**src/rtl/burst_stream_pkg.sv**
```systemverilog
package burst_stream_pkg;
    typedef enum logic [1:0] {
        S_IDLE,
        S_HEAD_A,
        S_HEAD_B,
        S_BODY
    } bst_state_e;
endpackage

```
**src/rtl/bst_cfg_hold.sv**
```systemverilog
module bst_cfg_hold #(
    parameter int CFG_W = 32
) (
    input  logic             clk,
    input  logic             rst_n,
    input  logic             wr,
    input  logic [CFG_W-1:0] wdata,
    input  logic             take,
    output logic             pend,
    output logic [CFG_W-1:0] pend_cfg
);
    always_ff @(posedge clk) begin
        if (!rst_n) begin
            pend     <= 1'b0;
            pend_cfg <= '0;
        end else if (wr) begin
            pend     <= 1'b1;
            pend_cfg <= wdata;
        end else if (take) begin
            pend     <= 1'b0;
        end
    end

    // the newest write is what stays pending
    a_r12_newest_kept: assert property (@(posedge clk) disable iff (!rst_n)
        wr |=> pend && pend_cfg == $past(wdata));
endmodule

```
**src/rtl/bst_addr_seq.sv**
```systemverilog
module bst_addr_seq #(
    parameter int              ADDR_W = 8,
    parameter int              LEN_W  = 5,
    parameter logic [ADDR_W-1:0] BASE = 8'h9F
) (
    input  logic              clk,
    input  logic              rst_n,
    input  logic              load,
    input  logic              step,
    input  logic [LEN_W-1:0]  len,
    output logic [ADDR_W-1:0] addr,
    output logic              at_last
);
    logic [LEN_W-1:0] idx;

    always_ff @(posedge clk) begin
        if (!rst_n)    idx <= '0;
        else if (load) idx <= '0;
        else if (step) idx <= idx + LEN_W'(1);
    end

    assign addr    = BASE + ADDR_W'(idx);
    assign at_last = (len != '0) && (idx == len - LEN_W'(1));

    // each step moves the address up by one
    a_r3_seq_step: assert property (@(posedge clk) disable iff (!rst_n)
        (step && !load) |=> addr == $past(addr) + ADDR_W'(1));
endmodule

```
**src/rtl/burst_streamer.sv**
```systemverilog
module burst_streamer
    import burst_stream_pkg::*;
#(
    parameter int                DATA_W      = 32,
    parameter int                ADDR_W      = 8,
    parameter logic [ADDR_W-1:0] HDR_ADDR    = 8'h9D,
    parameter int                LEN_LSB     = 21,
    parameter int                LEN_W       = 5,
    parameter logic [DATA_W-1:0] MIRROR_MASK = 32'h03FF_00FF,
    parameter logic [15:0]       HDR0_TAG    = 16'hB0A7
) (
    input  logic              clk,
    input  logic              rst_n,
    input  logic              cfg_wr,
    input  logic [DATA_W-1:0] cfg_data,
    output logic [ADDR_W-1:0] reg_raddr,
    input  logic [DATA_W-1:0] reg_rdata,
    output logic              out_valid,
    input  logic              out_ready,
    output logic [ADDR_W-1:0] out_addr,
    output logic [DATA_W-1:0] out_word,
    output logic              out_last
);
    localparam logic [ADDR_W-1:0] MIRROR_ADDR = HDR_ADDR + ADDR_W'(1);
    localparam logic [ADDR_W-1:0] DATA_ADDR   = HDR_ADDR + ADDR_W'(2);

    bst_state_e        state, state_nx;
    logic [DATA_W-1:0] act_cfg;
    logic [LEN_W-1:0]  act_len;
    logic              pend, take, xfer, step, at_last;
    logic [DATA_W-1:0] pend_cfg;
    logic [ADDR_W-1:0] seq_addr;
    logic [DATA_W-1:0] hdr0;

    assign act_len = act_cfg[LEN_LSB +: LEN_W];
    assign xfer    = out_valid && out_ready;
    assign take    = (state == S_IDLE) && pend;
    assign step    = (state == S_BODY) && xfer && !at_last;

    bst_cfg_hold #(.CFG_W(DATA_W)) u_hold (
        .clk(clk), .rst_n(rst_n), .wr(cfg_wr), .wdata(cfg_data),
        .take(take), .pend(pend), .pend_cfg(pend_cfg)
    );

    bst_addr_seq #(.ADDR_W(ADDR_W), .LEN_W(LEN_W), .BASE(DATA_ADDR)) u_seq (
        .clk(clk), .rst_n(rst_n), .load(take), .step(step),
        .len(act_len), .addr(seq_addr), .at_last(at_last)
    );

    // next-state logic
    always_comb begin
        state_nx = state;
        unique case (state)
            S_IDLE:   if (pend) state_nx = S_HEAD_A;
            S_HEAD_A: if (xfer) state_nx = S_HEAD_B;
            S_HEAD_B: if (xfer) state_nx = (act_len == '0) ? S_IDLE : S_BODY;
            S_BODY:   if (xfer && at_last) state_nx = S_IDLE;
        endcase
    end

    // state register and active configuration
    always_ff @(posedge clk) begin
        if (!rst_n) begin
            state   <= S_IDLE;
            act_cfg <= '0;
        end else begin
            state <= state_nx;
            if (take) act_cfg <= pend_cfg;
        end
    end

    always_comb begin
        hdr0                       = '0;
        hdr0[ADDR_W-1:0]           = DATA_ADDR;
        hdr0[ADDR_W +: LEN_W]      = act_len;
        hdr0[DATA_W-1 -: 16]       = HDR0_TAG;
    end

    assign reg_raddr = seq_addr;

    // output logic
    always_comb begin
        out_valid = 1'b0;
        out_addr  = '0;
        out_word  = '0;
        out_last  = 1'b0;
        unique case (state)
            S_IDLE: ;
            S_HEAD_A: begin
                out_valid = 1'b1;
                out_addr  = HDR_ADDR;
                out_word  = hdr0;
            end
            S_HEAD_B: begin
                out_valid = 1'b1;
                out_addr  = MIRROR_ADDR;
                out_word  = act_cfg & MIRROR_MASK;
                out_last  = (act_len == '0);
            end
            S_BODY: begin
                out_valid = 1'b1;
                out_addr  = seq_addr;
                out_word  = reg_rdata;
                out_last  = at_last;
            end
        endcase
    end

    a_r9_hold_stall: assert property (@(posedge clk) disable iff (!rst_n)
        (out_valid && !out_ready) |=> out_valid && $stable(out_addr) && $stable(out_last));

    a_r3_addr_climb: assert property (@(posedge clk) disable iff (!rst_n)
        (xfer && !out_last) |=> out_valid && out_addr == $past(out_addr) + ADDR_W'(1));

    a_r6_last_addr: assert property (@(posedge clk) disable iff (!rst_n)
        (out_valid && out_last && state == S_BODY) |->
            out_addr == DATA_ADDR + ADDR_W'(act_len) - ADDR_W'(1));

    a_r7_hdr_only_last: assert property (@(posedge clk) disable iff (!rst_n)
        (out_valid && out_addr == MIRROR_ADDR) |-> out_last == (act_len == '0));

    a_r1_idle_quiet: assert property (@(posedge clk) disable iff (!rst_n)
        (!pend && state == S_IDLE) |=> !out_valid);
endmodule

```
**config.mk**
```make
export PLATFORM = sky130hd
export DESIGN_NAME = burst_streamer
export DESIGN_NICKNAME = d
export VERILOG_FILES = /design/src/rtl/burst_stream_pkg.sv /design/src/rtl/bst_cfg_hold.sv /design/src/rtl/bst_addr_seq.sv /design/src/rtl/burst_streamer.sv
export SDC_FILE = /design/constraint.sdc
export NUM_CORES = 1
export LEC_CHECK = 0
export BUFFER_PORTS_ARGS = -buffer_cell sky130_fd_sc_hd__clkbuf_2
export CAP_MARGIN = 40
export CORE_UTILIZATION = 50
export DETAILED_ROUTE_END_ITERATION = 8
export MAX_ROUTING_LAYER = met4
export PLACE_DENSITY = 0.81
export SYNTH_ARGS = -nofsm -noshare
export SYNTH_HDL_FRONTEND = slang
export SYNTH_HIERARCHICAL = 1
export SYNTH_SLANG_ARGS = --single-unit
```
**constraint.sdc**
```tcl
create_clock -name clk -period 2.5 [get_ports clk]
set_input_delay 0.125 -clock clk [delete_from_list [all_inputs] [get_ports clk]]
set_output_delay 0.125 -clock clk [all_outputs]
set_load 0.02 [all_outputs]
```
==> impl_metrics.env <==
export IMPL_grt_max_degree=31
export IMPL_run_status="finished clean"
export IMPL_cp_max_fo=6
export IMPL_hpwlAfterDp_mm=4.22
export IMPL_synth_area_um2=2640
export IMPL_pin_count=118
export IMPL_reg2reg_from="act_cfg[22]"
export IMPL_grt_pass1_vias=1950
export IMPL_initial_core_util=0.518
export IMPL_die_y_um=74.7
export IMPL_peakVddDrop_mv=0.500
export IMPL_hp_class="in -> reg"
export IMPL_antenna_found_initial=0
export IMPL_power_switching_mw=1.02
export IMPL_p_leak_nw=1.46
export IMPL_setup_violations=0
export IMPL_core_um2=5110
export IMPL_p_clk_frac=0.177
export IMPL_cts_max_path_buffers=2
export IMPL_path_clk_slew_ps=80
export IMPL_rsz0062_at_grt="no"
export IMPL_power_total_mw=2.36
export IMPL_ff2ff_path_depth=10
export IMPL_place_gp_congestion=0.793
export IMPL_holdPathEnd="u_hold/pend_cfg[16]"
export IMPL_post_place_ws_ps=166
export IMPL_fmax_mhz=440
export IMPL_cts_sinks=44
export IMPL_grt_overflow=0
export IMPL_wirelength_mm=5.78
export IMPL_syn_num_nets=387
export IMPL_p_int_mw=1.35
export IMPL_clock_latency_ps=280
export IMPL_critPathRequiredTime_ps=2380
export IMPL_hold_violations=0
export IMPL_cts_hold_fix_buffers=0
export IMPL_worstMarginPinSlew_ps=668
export IMPL_max_cap_violations=0
export IMPL_finalCriticalPeriod_ps=2270
export IMPL_cp_end_kind="output port"
export IMPL_grt_use_total=0.215
export IMPL_nets=472
export IMPL_netlist_instances=316
export IMPL_p_sw_frac=0.431
export IMPL_initialDrtViolationCount=73
export IMPL_r2r_slack_ps=330
export IMPL_worstHoldPathCells=3
export IMPL_finalCritPeriodShare=0.909
export IMPL_postCtsSetupRepairBufs=0
export IMPL_tritoncts="yes"
export IMPL_slew_headroom=0.555
export IMPL_arrival_ps=2150
export IMPL_num_vias=2294
export IMPL_r2r_end="state[0]"
export IMPL_fp_row_count=26
export IMPL_syn_area_per_cell_um2=8.37
export IMPL_grt_pass1_wl_mm=8.83
export IMPL_dr_pass1_iters=4
export IMPL_synth_warning_count=6
export IMPL_root_buffer="clkbuf_8"
export IMPL_crit_type="reg -> out"
export IMPL_drc=0
export IMPL_tns_ps=0
export IMPL_io_buffers=100
export IMPL_cts_htree_levels=2
export IMPL_drive_above_1_share=0.354
export IMPL_cts_buffers=5
export IMPL_die_area_um2=5580
export IMPL_fill_cells=475
export IMPL_antenna_left=0
export IMPL_powerDensity_nw_per_um2=755
export IMPL_wl_per_cell_um=12.3
export IMPL_min_from="cfg_data[16]"
export IMPL_combinationalPowerShare=0.458
export IMPL_timing_final_ws_setup_ps=228
export IMPL_die_w_um=74.7
export IMPL_drv_slew=0
export IMPL_n_antenna_cell=0
export IMPL_avgViaCountPerCell=4.87
export IMPL_synthToLayoutAreaGrowth_pct=18.5
export IMPL_p_seq_frac=0.365
export IMPL_critPathLaunchType="flop"
export IMPL_clock_skew_ps=5.46
==> worst max path at each step <==
stage / from / endpoint / slack (ps) / cells after the start
5_1_grt: act_cfg[22] / out_last / 40 / 9
6_report: act_cfg[22] / out_last / 230 / 9
3_5_place_dp: act_cfg[22] / u_seq/idx[4] / 170 / 10
4_1_cts: act_cfg[22] / u_seq/idx[4] / 150 / 10
3_3_place_gp: act_cfg[22] / u_seq/idx[4] / 260 / 10
2_1_floorplan: act_cfg[21] / u_seq/idx[4] / 380 / 10
==> timing repair <==
| item | in CTS | in global routing |
|---|---|---|
| endpoints found under the hold margin | 0 | 0 |
| resized for setup | 0 | 2 |
| setup endpoints to repair | 0 | 3 |
==> critical path, stage by stage, from the launching register on <==
cell	delay (ps)
dfxtp_2	390
inv_1	60
ha_1	190
nor3b_2	170
nor3b_1	250
a21oi_2	60
nor3_2	300
nand2_1	90
a21boi_1	160
clkbuf_2	190
==> area by class of cell <==
type                       instances  area, um^2  area share
inverter                          16        62.6      0.0200
sequential                        44         885       0.282
multi-input combinational        230        1490       0.474
tap                               70        87.6      0.0280
clock inverter                     2        12.5     0.00400
timing repair buffer             104         531       0.169
clock buffer                       5        68.8      0.0220
==> flip-flops by register name, indices dropped and copies added, names as in the netlist <==
| name | flops |
|---|---|
| act_cfg | 18 |
| u_hold/pend_cfg | 18 |
| u_seq/idx | 5 |
| state | 2 |
| u_hold/pend | 1 |
==> layer usage <==
layer | track usage | part of all wire | vias to the layer above
met5 | - | 0 | -
li1 | - | - | 1186
met1 | 0.260 | 0.46 | 1021
met4 | 0.0692 | 0.013 | 0
met2 | 0.361 | 0.48 | 83
met3 | 0.0388 | 0.049 | 4
==> power groups by stage <==
stage,clock [mW],combinational (mW),sequential [mW]
floorplan,0,0.911,0.799
global placement,0,1.07,0.877
detailed placement,0,1.09,0.880
CTS,0.427,1.09,0.863
global route,0.461,1.19,0.879
finish,0.418,1.08,0.864
==> cell usage in the layout (no fill, tap or decap) <==
cell,n
nor3b_2,1
nor2_8,1
clkinvlp_4,1
nand3b_1,1
clkbuf_2,100
mux2i_1,32
inv_1,15
a31o_1,1
nand4_1,3
nor4_2,1
clkbuf_8,5
and2b_1,1
inv_4,1
a311oi_1,1
nand2b_1,1
a21oi_1,23
conb_1,2
and3_1,8
buf_4,4
a21boi_1,1
nand2_2,10
o21ai_1,2
nor3_2,2
nand3_1,1
nand2_1,32
ha_1,3
nor3b_1,1
clkinv_2,1
nor3_1,3
xnor2_1,7
o21a_1,1
dfxtp_2,3
nor2_1,36
xor2_1,7
a21oi_2,11
nor2b_1,31
nand2_4,1
dfxtp_1,41
a21boi_0,5
==> through the flow <==
stage	util	std cells	instance area, um^2	hold slack (ps)
global placement	0.596	464	3040	381
floorplan	-	316	2640	294
global route	0.613	471	3130	90.6
detailed placement	0.596	464	3040	388
CTS	0.612	471	3130	86.3
finish	0.613	471	3130	89.8
No activity file was read; power rests on OpenSTA's default activity.
